===== src/rtl/ps_cfg_pkg.sv =====
package ps_cfg_pkg;

  typedef enum logic [2:0] {
    ST_IDLE,
    ST_RST,
    ST_SETTLE,
    ST_POLL,
    ST_SHIFT,
    ST_TRAIL,
    ST_DONE,
    ST_FAIL
  } seq_state_t;

  typedef enum logic [1:0] {
    ERR_NONE   = 2'b00,
    ERR_NO_ACK = 2'b01,
    ERR_TMO    = 2'b10,
    ERR_NO_CFG = 2'b11
  } err_code_t;

  // Cycles covering a time in microseconds, rounded up.
  function automatic longint unsigned us_to_cycles(input longint unsigned clk_hz,
                                                   input longint unsigned us);
    return (clk_hz * us + 64'd999_999) / 64'd1_000_000;
  endfunction

  // Half-period in system cycles keeping the serial clock at or below max_hz.
  function automatic longint unsigned half_cycles(input longint unsigned clk_hz,
                                                  input longint unsigned max_hz);
    longint unsigned h;
    h = (clk_hz + 2 * max_hz - 1) / (2 * max_hz);
    return (h == 0) ? 64'd1 : h;
  endfunction

  function automatic longint unsigned max3(input longint unsigned a,
                                           input longint unsigned b,
                                           input longint unsigned c);
    longint unsigned m;
    m = (a > b) ? a : b;
    return (m > c) ? m : c;
  endfunction

endpackage


===== src/rtl/ps_cfg_timer.sv =====
module ps_cfg_timer #(
  parameter int unsigned TW = 8
) (
  input  logic          clk,
  input  logic          rst_n,
  input  logic          load,
  input  logic [TW-1:0] load_val,
  output logic          expired
);

  logic [TW-1:0] cnt;

  always_ff @(posedge clk or negedge rst_n) begin
    if (!rst_n)         cnt <= '0;
    else if (load)      cnt <= load_val;
    else if (cnt != '0) cnt <= cnt - 1'b1;
  end

  assign expired = (cnt == '0);

endmodule


===== src/rtl/ps_cfg_shift.sv =====
module ps_cfg_shift #(
  parameter int unsigned BYTE_W = 8,
  parameter int unsigned HALF   = 2,
  parameter int unsigned TRAIL  = 12
) (
  input  logic              clk,
  input  logic              rst_n,
  input  logic              abort,
  input  logic              load,
  input  logic [BYTE_W-1:0] load_byte,
  input  logic              trail_go,
  output logic              busy,
  output logic              ser_clk,
  output logic              ser_dat
);

  localparam int unsigned CW = $clog2(((BYTE_W > TRAIL) ? BYTE_W : TRAIL) + 1);
  localparam int unsigned HW = $clog2(HALF) + 1;

  logic [BYTE_W-1:0] sh;
  logic [CW-1:0]     left;
  logic [HW-1:0]     hcnt;
  logic              second;   // in the second phase of the current pulse
  logic              trail_m;  // pulse shape: high-then-low when set
  logic              busy_q, clk_q, dat_q;

  always_ff @(posedge clk or negedge rst_n) begin
    if (!rst_n) begin
      sh <= '0; left <= '0; hcnt <= '0; second <= 1'b0; trail_m <= 1'b0;
      busy_q <= 1'b0; clk_q <= 1'b0; dat_q <= 1'b0;
    end else if (abort) begin
      busy_q <= 1'b0; clk_q <= 1'b0; dat_q <= 1'b0; second <= 1'b0;
    end else if (load) begin
      sh      <= load_byte;
      left    <= CW'(BYTE_W);
      hcnt    <= HW'(HALF - 1);
      second  <= 1'b0;
      trail_m <= 1'b0;
      busy_q  <= 1'b1;
      clk_q   <= 1'b0;
      dat_q   <= load_byte[0];
    end else if (trail_go) begin
      left    <= CW'(TRAIL);
      hcnt    <= HW'(HALF - 1);
      second  <= 1'b0;
      trail_m <= 1'b1;
      busy_q  <= 1'b1;
      clk_q   <= 1'b1;
    end else if (busy_q) begin
      if (hcnt != '0) begin
        hcnt <= hcnt - 1'b1;
      end else begin
        hcnt <= HW'(HALF - 1);
        if (!second) begin
          second <= 1'b1;
          clk_q  <= ~clk_q;
        end else begin
          second <= 1'b0;
          if (left == CW'(1)) begin
            busy_q <= 1'b0;
            clk_q  <= 1'b0;
          end else begin
            left  <= left - 1'b1;
            clk_q <= trail_m;
            if (!trail_m) begin
              sh    <= {1'b0, sh[BYTE_W-1:1]};
              dat_q <= sh[1];
            end
          end
        end
      end
    end
  end

  assign busy    = busy_q;
  assign ser_clk = clk_q;
  assign ser_dat = dat_q;

endmodule


===== src/rtl/ps_cfg_seq.sv =====
module ps_cfg_seq
  import ps_cfg_pkg::*;
#(
  parameter int unsigned TW         = 8,
  parameter int unsigned HOLD_CYC   = 250,
  parameter int unsigned SETTLE_CYC = 250,
  parameter int unsigned TMO_CYC    = 1000
) (
  input  logic          clk,
  input  logic          rst_n,
  input  logic          start_i,
  input  logic          in_valid,
  input  logic          in_last,
  input  logic          stat_n,
  input  logic          cfg_ok,
  input  logic          sh_busy,
  input  logic          tmr_exp,
  output seq_state_t    state,
  output logic          tmr_load,
  output logic [TW-1:0] tmr_val,
  output logic          sh_load,
  output logic          sh_abort,
  output logic          trail_go,
  output logic          in_ready,
  output logic          start_ev,
  output logic          fail_ev,
  output err_code_t     err_code
);

  seq_state_t st, nxt;
  err_code_t  err_q, err_nxt;
  logic       last_q;

  always_comb begin
    nxt      = st;
    tmr_load = 1'b0;
    tmr_val  = '0;
    sh_abort = 1'b0;
    trail_go = 1'b0;
    start_ev = 1'b0;
    fail_ev  = 1'b0;
    err_nxt  = ERR_NONE;
    in_ready = (st == ST_SHIFT) && !sh_busy && !last_q;
    sh_load  = in_ready && in_valid;
    case (st)
      ST_IDLE, ST_DONE, ST_FAIL: begin
        if (start_i) begin
          nxt      = ST_RST;
          tmr_load = 1'b1;
          tmr_val  = TW'(HOLD_CYC);
          sh_abort = 1'b1;
          start_ev = 1'b1;
        end
      end
      ST_RST: begin
        if (tmr_exp) begin
          if (stat_n) begin
            fail_ev = 1'b1;
            err_nxt = ERR_NO_ACK;
          end else begin
            nxt      = ST_SETTLE;
            tmr_load = 1'b1;
            tmr_val  = TW'(SETTLE_CYC);
          end
        end
      end
      ST_SETTLE: begin
        if (tmr_exp) begin
          nxt      = ST_POLL;
          tmr_load = 1'b1;
          tmr_val  = TW'(TMO_CYC);
        end
      end
      ST_POLL: begin
        if (stat_n) begin
          nxt = ST_SHIFT;
        end else if (tmr_exp) begin
          fail_ev = 1'b1;
          err_nxt = ERR_TMO;
        end
      end
      ST_SHIFT: begin
        if (last_q && !sh_busy) begin
          if (cfg_ok) begin
            nxt      = ST_TRAIL;
            trail_go = 1'b1;
          end else begin
            fail_ev = 1'b1;
            err_nxt = ERR_NO_CFG;
          end
        end
      end
      ST_TRAIL: begin
        if (!sh_busy) nxt = ST_DONE;
      end
      default: nxt = ST_IDLE;
    endcase
    if (fail_ev) begin
      nxt      = ST_FAIL;
      sh_abort = 1'b1;
    end
  end

  always_ff @(posedge clk or negedge rst_n) begin
    if (!rst_n) begin
      st     <= ST_IDLE;
      err_q  <= ERR_NONE;
      last_q <= 1'b0;
    end else begin
      st <= nxt;
      if (start_ev)               last_q <= 1'b0;
      else if (sh_load && in_last) last_q <= 1'b1;
      if (start_ev)     err_q <= ERR_NONE;
      else if (fail_ev) err_q <= err_nxt;
    end
  end

  assign state    = st;
  assign err_code = err_q;

endmodule


===== src/rtl/ps_cfg_master.sv =====
module ps_cfg_master
  import ps_cfg_pkg::*;
#(
  parameter int unsigned CLK_HZ       = 125_000_000,
  parameter int unsigned SER_MAX_HZ   = 50_000_000,
  parameter int unsigned HOLD_US      = 2,
  parameter int unsigned SETTLE_US    = 2,
  parameter int unsigned TMO_US       = 100_000,
  parameter int unsigned TRAIL_PULSES = 12,
  parameter int unsigned BYTE_W       = 8
) (
  input  logic              clk,
  input  logic              rst_n,
  input  logic              start_i,
  input  logic [BYTE_W-1:0] in_data,
  input  logic              in_valid,
  input  logic              in_last,
  output logic              in_ready,
  output logic              busy_o,
  output logic              done_o,
  output logic              err_o,
  output logic [1:0]        err_code,
  output logic              tgt_reset_n,
  output logic              ser_clk,
  output logic              ser_dat,
  input  logic              tgt_stat_n,
  input  logic              tgt_cfg_ok
);

  localparam int unsigned HOLD_CYC   = int'(us_to_cycles(CLK_HZ, HOLD_US));
  localparam int unsigned SETTLE_CYC = int'(us_to_cycles(CLK_HZ, SETTLE_US));
  localparam int unsigned TMO_CYC    = int'(us_to_cycles(CLK_HZ, TMO_US));
  localparam int unsigned HALF       = int'(half_cycles(CLK_HZ, SER_MAX_HZ));
  localparam int unsigned TW         = $clog2(max3(HOLD_CYC, SETTLE_CYC, TMO_CYC) + 1);

  seq_state_t    state;
  err_code_t     code;
  logic          tmr_load, tmr_exp;
  logic [TW-1:0] tmr_val;
  logic          sh_load, sh_abort, trail_go, sh_busy;
  logic          start_ev, fail_ev;

  ps_cfg_seq #(
    .TW(TW), .HOLD_CYC(HOLD_CYC), .SETTLE_CYC(SETTLE_CYC), .TMO_CYC(TMO_CYC)
  ) u_seq (
    .clk(clk), .rst_n(rst_n), .start_i(start_i),
    .in_valid(in_valid), .in_last(in_last),
    .stat_n(tgt_stat_n), .cfg_ok(tgt_cfg_ok),
    .sh_busy(sh_busy), .tmr_exp(tmr_exp),
    .state(state), .tmr_load(tmr_load), .tmr_val(tmr_val),
    .sh_load(sh_load), .sh_abort(sh_abort), .trail_go(trail_go),
    .in_ready(in_ready), .start_ev(start_ev), .fail_ev(fail_ev),
    .err_code(code)
  );

  ps_cfg_timer #(.TW(TW)) u_tmr (
    .clk(clk), .rst_n(rst_n), .load(tmr_load), .load_val(tmr_val),
    .expired(tmr_exp)
  );

  ps_cfg_shift #(.BYTE_W(BYTE_W), .HALF(HALF), .TRAIL(TRAIL_PULSES)) u_shift (
    .clk(clk), .rst_n(rst_n), .abort(sh_abort), .load(sh_load),
    .load_byte(in_data), .trail_go(trail_go), .busy(sh_busy),
    .ser_clk(ser_clk), .ser_dat(ser_dat)
  );

  assign tgt_reset_n = (state != ST_RST);
  assign busy_o      = (state == ST_RST)   || (state == ST_SETTLE) ||
                       (state == ST_POLL)  || (state == ST_SHIFT)  ||
                       (state == ST_TRAIL);
  assign done_o      = (state == ST_DONE);
  assign err_o       = (state == ST_FAIL);
  assign err_code    = code;

endmodule


===== config.mk =====
export PLATFORM = sky130hd
export DESIGN_NAME = ps_cfg_master
export DESIGN_NICKNAME = d
export VERILOG_FILES = /design/src/rtl/ps_cfg_pkg.sv /design/src/rtl/ps_cfg_timer.sv /design/src/rtl/ps_cfg_shift.sv /design/src/rtl/ps_cfg_seq.sv /design/src/rtl/ps_cfg_master.sv
export SDC_FILE = /design/constraint.sdc
export NUM_CORES = 1
export LEC_CHECK = 0
export ABC_AREA = 1
export ABC_CLOCK_PERIOD_IN_PS = 1700
export BUFFER_PORTS_ARGS = -buffer_cell sky130_fd_sc_hd__buf_2
export CORE_ASPECT_RATIO = 0.5
export CORE_UTILIZATION = 54
export DETAILED_ROUTE_END_ITERATION = 8
export PLACE_DENSITY = 0.76
export SKIP_LAST_GASP = 1
export SYNTH_ARGS = -nofsm -noshare
export SYNTH_HDL_FRONTEND = slang
export SYNTH_SLANG_ARGS = --single-unit
export TNS_END_PERCENT = 30

===== constraint.sdc =====
create_clock -name clk -period 1.7 [get_ports clk]
set_input_delay 0.34 -clock clk [delete_from_list [all_inputs] [get_ports clk]]
set_output_delay 0.34 -clock clk [all_outputs]
set_load 0.05 [all_outputs]

==> impl_summary.md <==
Timing
The final worst slack is -0.0404 ns. The transition at the pin with the smallest max-transition slack is 0.376 ns. The post-route clock skew is 0.00803 ns. The final critical-path required period is roughly 1.7 ns.

Setup repair after global routing could not meet its margin everywhere. Setup violations remaining at the end of the flow were counted as 6. The hold violation total from the final report came to 0. The final count of pins violating max slew is 0. After layout, the worst path uses 102% of the clock period. In this run the tightest slew margin relative to its limit is between 70% and 80%. Derived from the worst setup path, the maximum achievable clock frequency is about 570 MHz.

Routing
The total wire length is approximately 7.7 mm. Using the TritonRoute via totals, the vias-per-cell ratio works out to approximately 5.2. Before antenna repair, the detailed router went through 4 iterations. Dividing the detail-routed wire length by the instance count gives 13.8 um. The via total after detailed routing is between 2k and 3k. The remaining routing DRC violations is 0.

The count of nets left with antenna violations once routing finished came out at 0. The iteration-0 DRC count of the detailed router is around 160.

Floorplanning
The vertical die dimension is between 50 and 60 um. The number of primary I/O pins is 24. The initial core utilization is 59.0%. From left edge to right edge, the die measures 108 um. The die covers roughly 0.006 mm2. The core area is a little over 0.005 mm2.

The floorplan has 18 rows.

GRT
Entering global routing, the biggest net connects between 40 and 50 pins. The number of antenna violations at the first check in global routing is 0. The first global-routing pass estimated 12.7 mm of wire. The combined global-route utilization of all metal layers is between 20% and 30%. The overflow left after global routing is 0. The number of global-route vias before repair came to 2783.

Synth
Synthesis produced a netlist whose cell count is about 420. The net count after synthesis is 440. In this run the mean area of a mapped cell was around 7.3 um2. The number of different library cells used by synthesis comes to 39.

The Yosys step of the flow raised 0 warnings. Counting flops and latches in the post-synthesis netlist gives between 40 and 50. The number of enable-type register cells in the synthesized netlist is 0.

The top flip-flop cell by instance count after synthesis is dfrtp_1. After synthesis the cells add up to approximately 0.0031 mm2. Of all flip-flops after synthesis, the portion carrying an async set or reset was 100%.

The sequential-to-total area share from yosys stat is 39.3%.

CTS
The CTS buffer count is 5. The maximum clock path buffer count is 2. TritonCTS built the clock tree. The tree is rooted in a clkbuf_16.

Clock-pin slew was measured on the worst setup and hold paths at 0.07 ns. The worst-skew pair later-pin latency is approximately 0.3 ns. The clock net sink count is 48. CTS built an H-tree with a depth of 2.

Pwr
For this design the static power due to leakage is approximately 2.1 nW. After layout, the design draws a total of 5.85 mW. The power density of the placed cells is between 1000 and 1500 mW/mm2. The highest ir drop seen on vdd is between 1 and 1.5 mV.

Setup path
For the worst flop-to-flop path, the logic depth is 13. The worst reg2reg path startpoint is u_tmr.cnt[13]. Tracing the worst setup path back leads to its startpoint at u_tmr.cnt[13].

The endpoint arrival time on the critical path is 1.94 ns. The reg2reg setup slack is -0.04 ns. The critical path start-end classification is register to register. Data on the critical path is required at its endpoint by about 1.9 ns. STA classifies the critical path endpoint as a register.

The worst register-to-register path ends at u_tmr.cnt[11]. The sort of element at the start of the critical path is a register. The peak fanout along the critical path is 6.

Place
Once detailed placement completed, the half-perimeter wirelength came to 5.48 mm. The post-placement cell area is 0.00349 mm2. The final RePlAce weighted congestion is between 0.9 and 1. The count of input and output buffers is 23.

Run status
The final reports fail on negative setup slack. The flow ran to the end, but the final reports show violations.

Final layout
The final layout contains roughly 500 nets. The final non-filler cell area is between 0.003 and 0.004 mm2. The area added between synthesis and finish is 29.1%. In the final layout, the share of cells above drive strength 1 is approximately 32%.

The library cell used most frequently in the layout, excluding fill and tap cells, is nand2_1. The antenna diode count is 0. In the layout the commonest cells are nand2_1 (121), dfrtp_1 (45), inv_1 (43).

Run
Across the run, the number of max-cap violations was 0.

Worst hold path
The type of the tightest min-delay check is primary input to async pin.
[where the power goes]
part / internal (mW) / switching (mW)
logic: 1.05 / 1.87
clock network: 0.737 / 0.450
registers: 1.47 / 0.272
total: 3.26 / 2.59
[how the worst max path moves through the flow]
stage / depth (start not counted) / slack (ns) / end
after floorplan: 9 / -0.01 / u_tmr.cnt[7]
after global placement: 10 / 0.01 / u_tmr.cnt[11]
after detailed placement: 9 / -0.04 / u_shift.hcnt[1]
after CTS: 10 / -0.02 / u_seq.err_code[0]
after global routing: 13 / -0.15 / u_tmr.cnt[11]
final: 13 / -0.04 / u_tmr.cnt[11]
[sequential cells by signal, indices dropped and copies added, names as in the netlist, 2 cells and up]
name and count:
u_tmr.cnt 24, u_shift.sh 7, u_shift.left 4, u_seq.state 3
u_seq.err_code 2, u_shift.hcnt 2
[critical path, cell delays in order (launching register included)]
cell and delay (ns):
dfrtp_1 0.38, nor2_2 0.14, nand2_1 0.14, inv_2 0.10, nand2_2 0.06, nor2_4 0.16
nand2_4 0.09, nor2_4 0.13, nor2_4 0.07, buf_6 0.14, nand3b_1 0.07, nand2_1 0.05
nand2_1 0.05, inv_1 0.03
[cells by family after synthesis]
| group | synth area share [%] |
|---|---|
| and+or+nand+nor | 39.5 |
| buffers and inverters | 8.92 |
| DFF | 39.3 |
| AOI/OAI and AO/OA | 6.39 |
| xor gates and xnor gates | 4.30 |
| adders and majority gates | 1.64 |
[per-stage QoR]
stage | hold slack (ns) | TNS [ns] | std cells | worst slack, ns | utilization, %
2_1_floorplan | 0.0444 | -0.0415 | 421 | -0.0138 | -
3_3_place_gp | 0.344 | 0 | 540 | 0.00994 | 67.5
3_5_place_dp | 0.349 | -0.228 | 540 | -0.0410 | 67.5
4_1_cts | 0.0278 | -0.0760 | 554 | -0.0171 | 72.4
5_1_grt | 0.0301 | -2.96 | 558 | -0.147 | 76.2
6_report | 0.00835 | -0.115 | 558 | -0.0404 | 76.2
[final cells by class]
type                       instances  area (um2)
clock inverter                     2        38.8
multi-input combinational        307        1780
tap                               70        87.6
clock buffer                       6         139
sequential                        48        1200
inverter                          61         236
fill                             365        1230
timing repair buffer              64         455
[routing by layer]
| metal | wire length (um) | vias to the layer above | share of wire, % | GRT usage (%) |
|---|---|---|---|---|
| li1 | - | 1459 | - | - |
| met1 | 3510 | 1383 | 46 | 36.6 |
| met2 | 3690 | 74 | 48 | 43.7 |
| met3 | 402 | 10 | 5.2 | 6.02 |
| met4 | 106 | 0 | 1.4 | 10.4 |
| met5 | 0 | - | 0 | 0 |
[cells in the mapped netlist, types with 2 or more instances]
master | count | area, um2
nand3_2 | 4 | 40.0
inv_1 | 46 | 173
nand2_1 | 125 | 469
nor3_2 | 2 | 20.0
nor2_1 | 46 | 173
nor2_4 | 9 | 101
nand3_1 | 29 | 145
nand2_2 | 7 | 43.8
xnor2_1 | 4 | 35.0
buf_4 | 2 | 15.0
a31oi_1 | 6 | 37.5
dfrtp_1 | 48 | 1200
nand4_1 | 7 | 43.8
o21ai_0 | 7 | 35.0
inv_2 | 13 | 48.8
xor2_1 | 11 | 96.3
nand2_4 | 2 | 22.5
nor3_1 | 9 | 45.0
nor4_1 | 2 | 12.5
ha_1 | 4 | 50.1
a21oi_2 | 2 | 17.5
nor2_2 | 7 | 43.8
buf_6 | 2 | 22.5
a21oi_1 | 12 | 60.1
[what timing repair did]
| action | CTS | global route |
|---|---|---|
| hold buffers | 0 | 0 |
| endpoints found under the setup margin | 12 | 47 |
| setup buffers | 6 | 4 |
| gates resized for setup | 10 | 43 |
| pin swaps | 8 | 19 |
(Power assumes the default switching activity.)
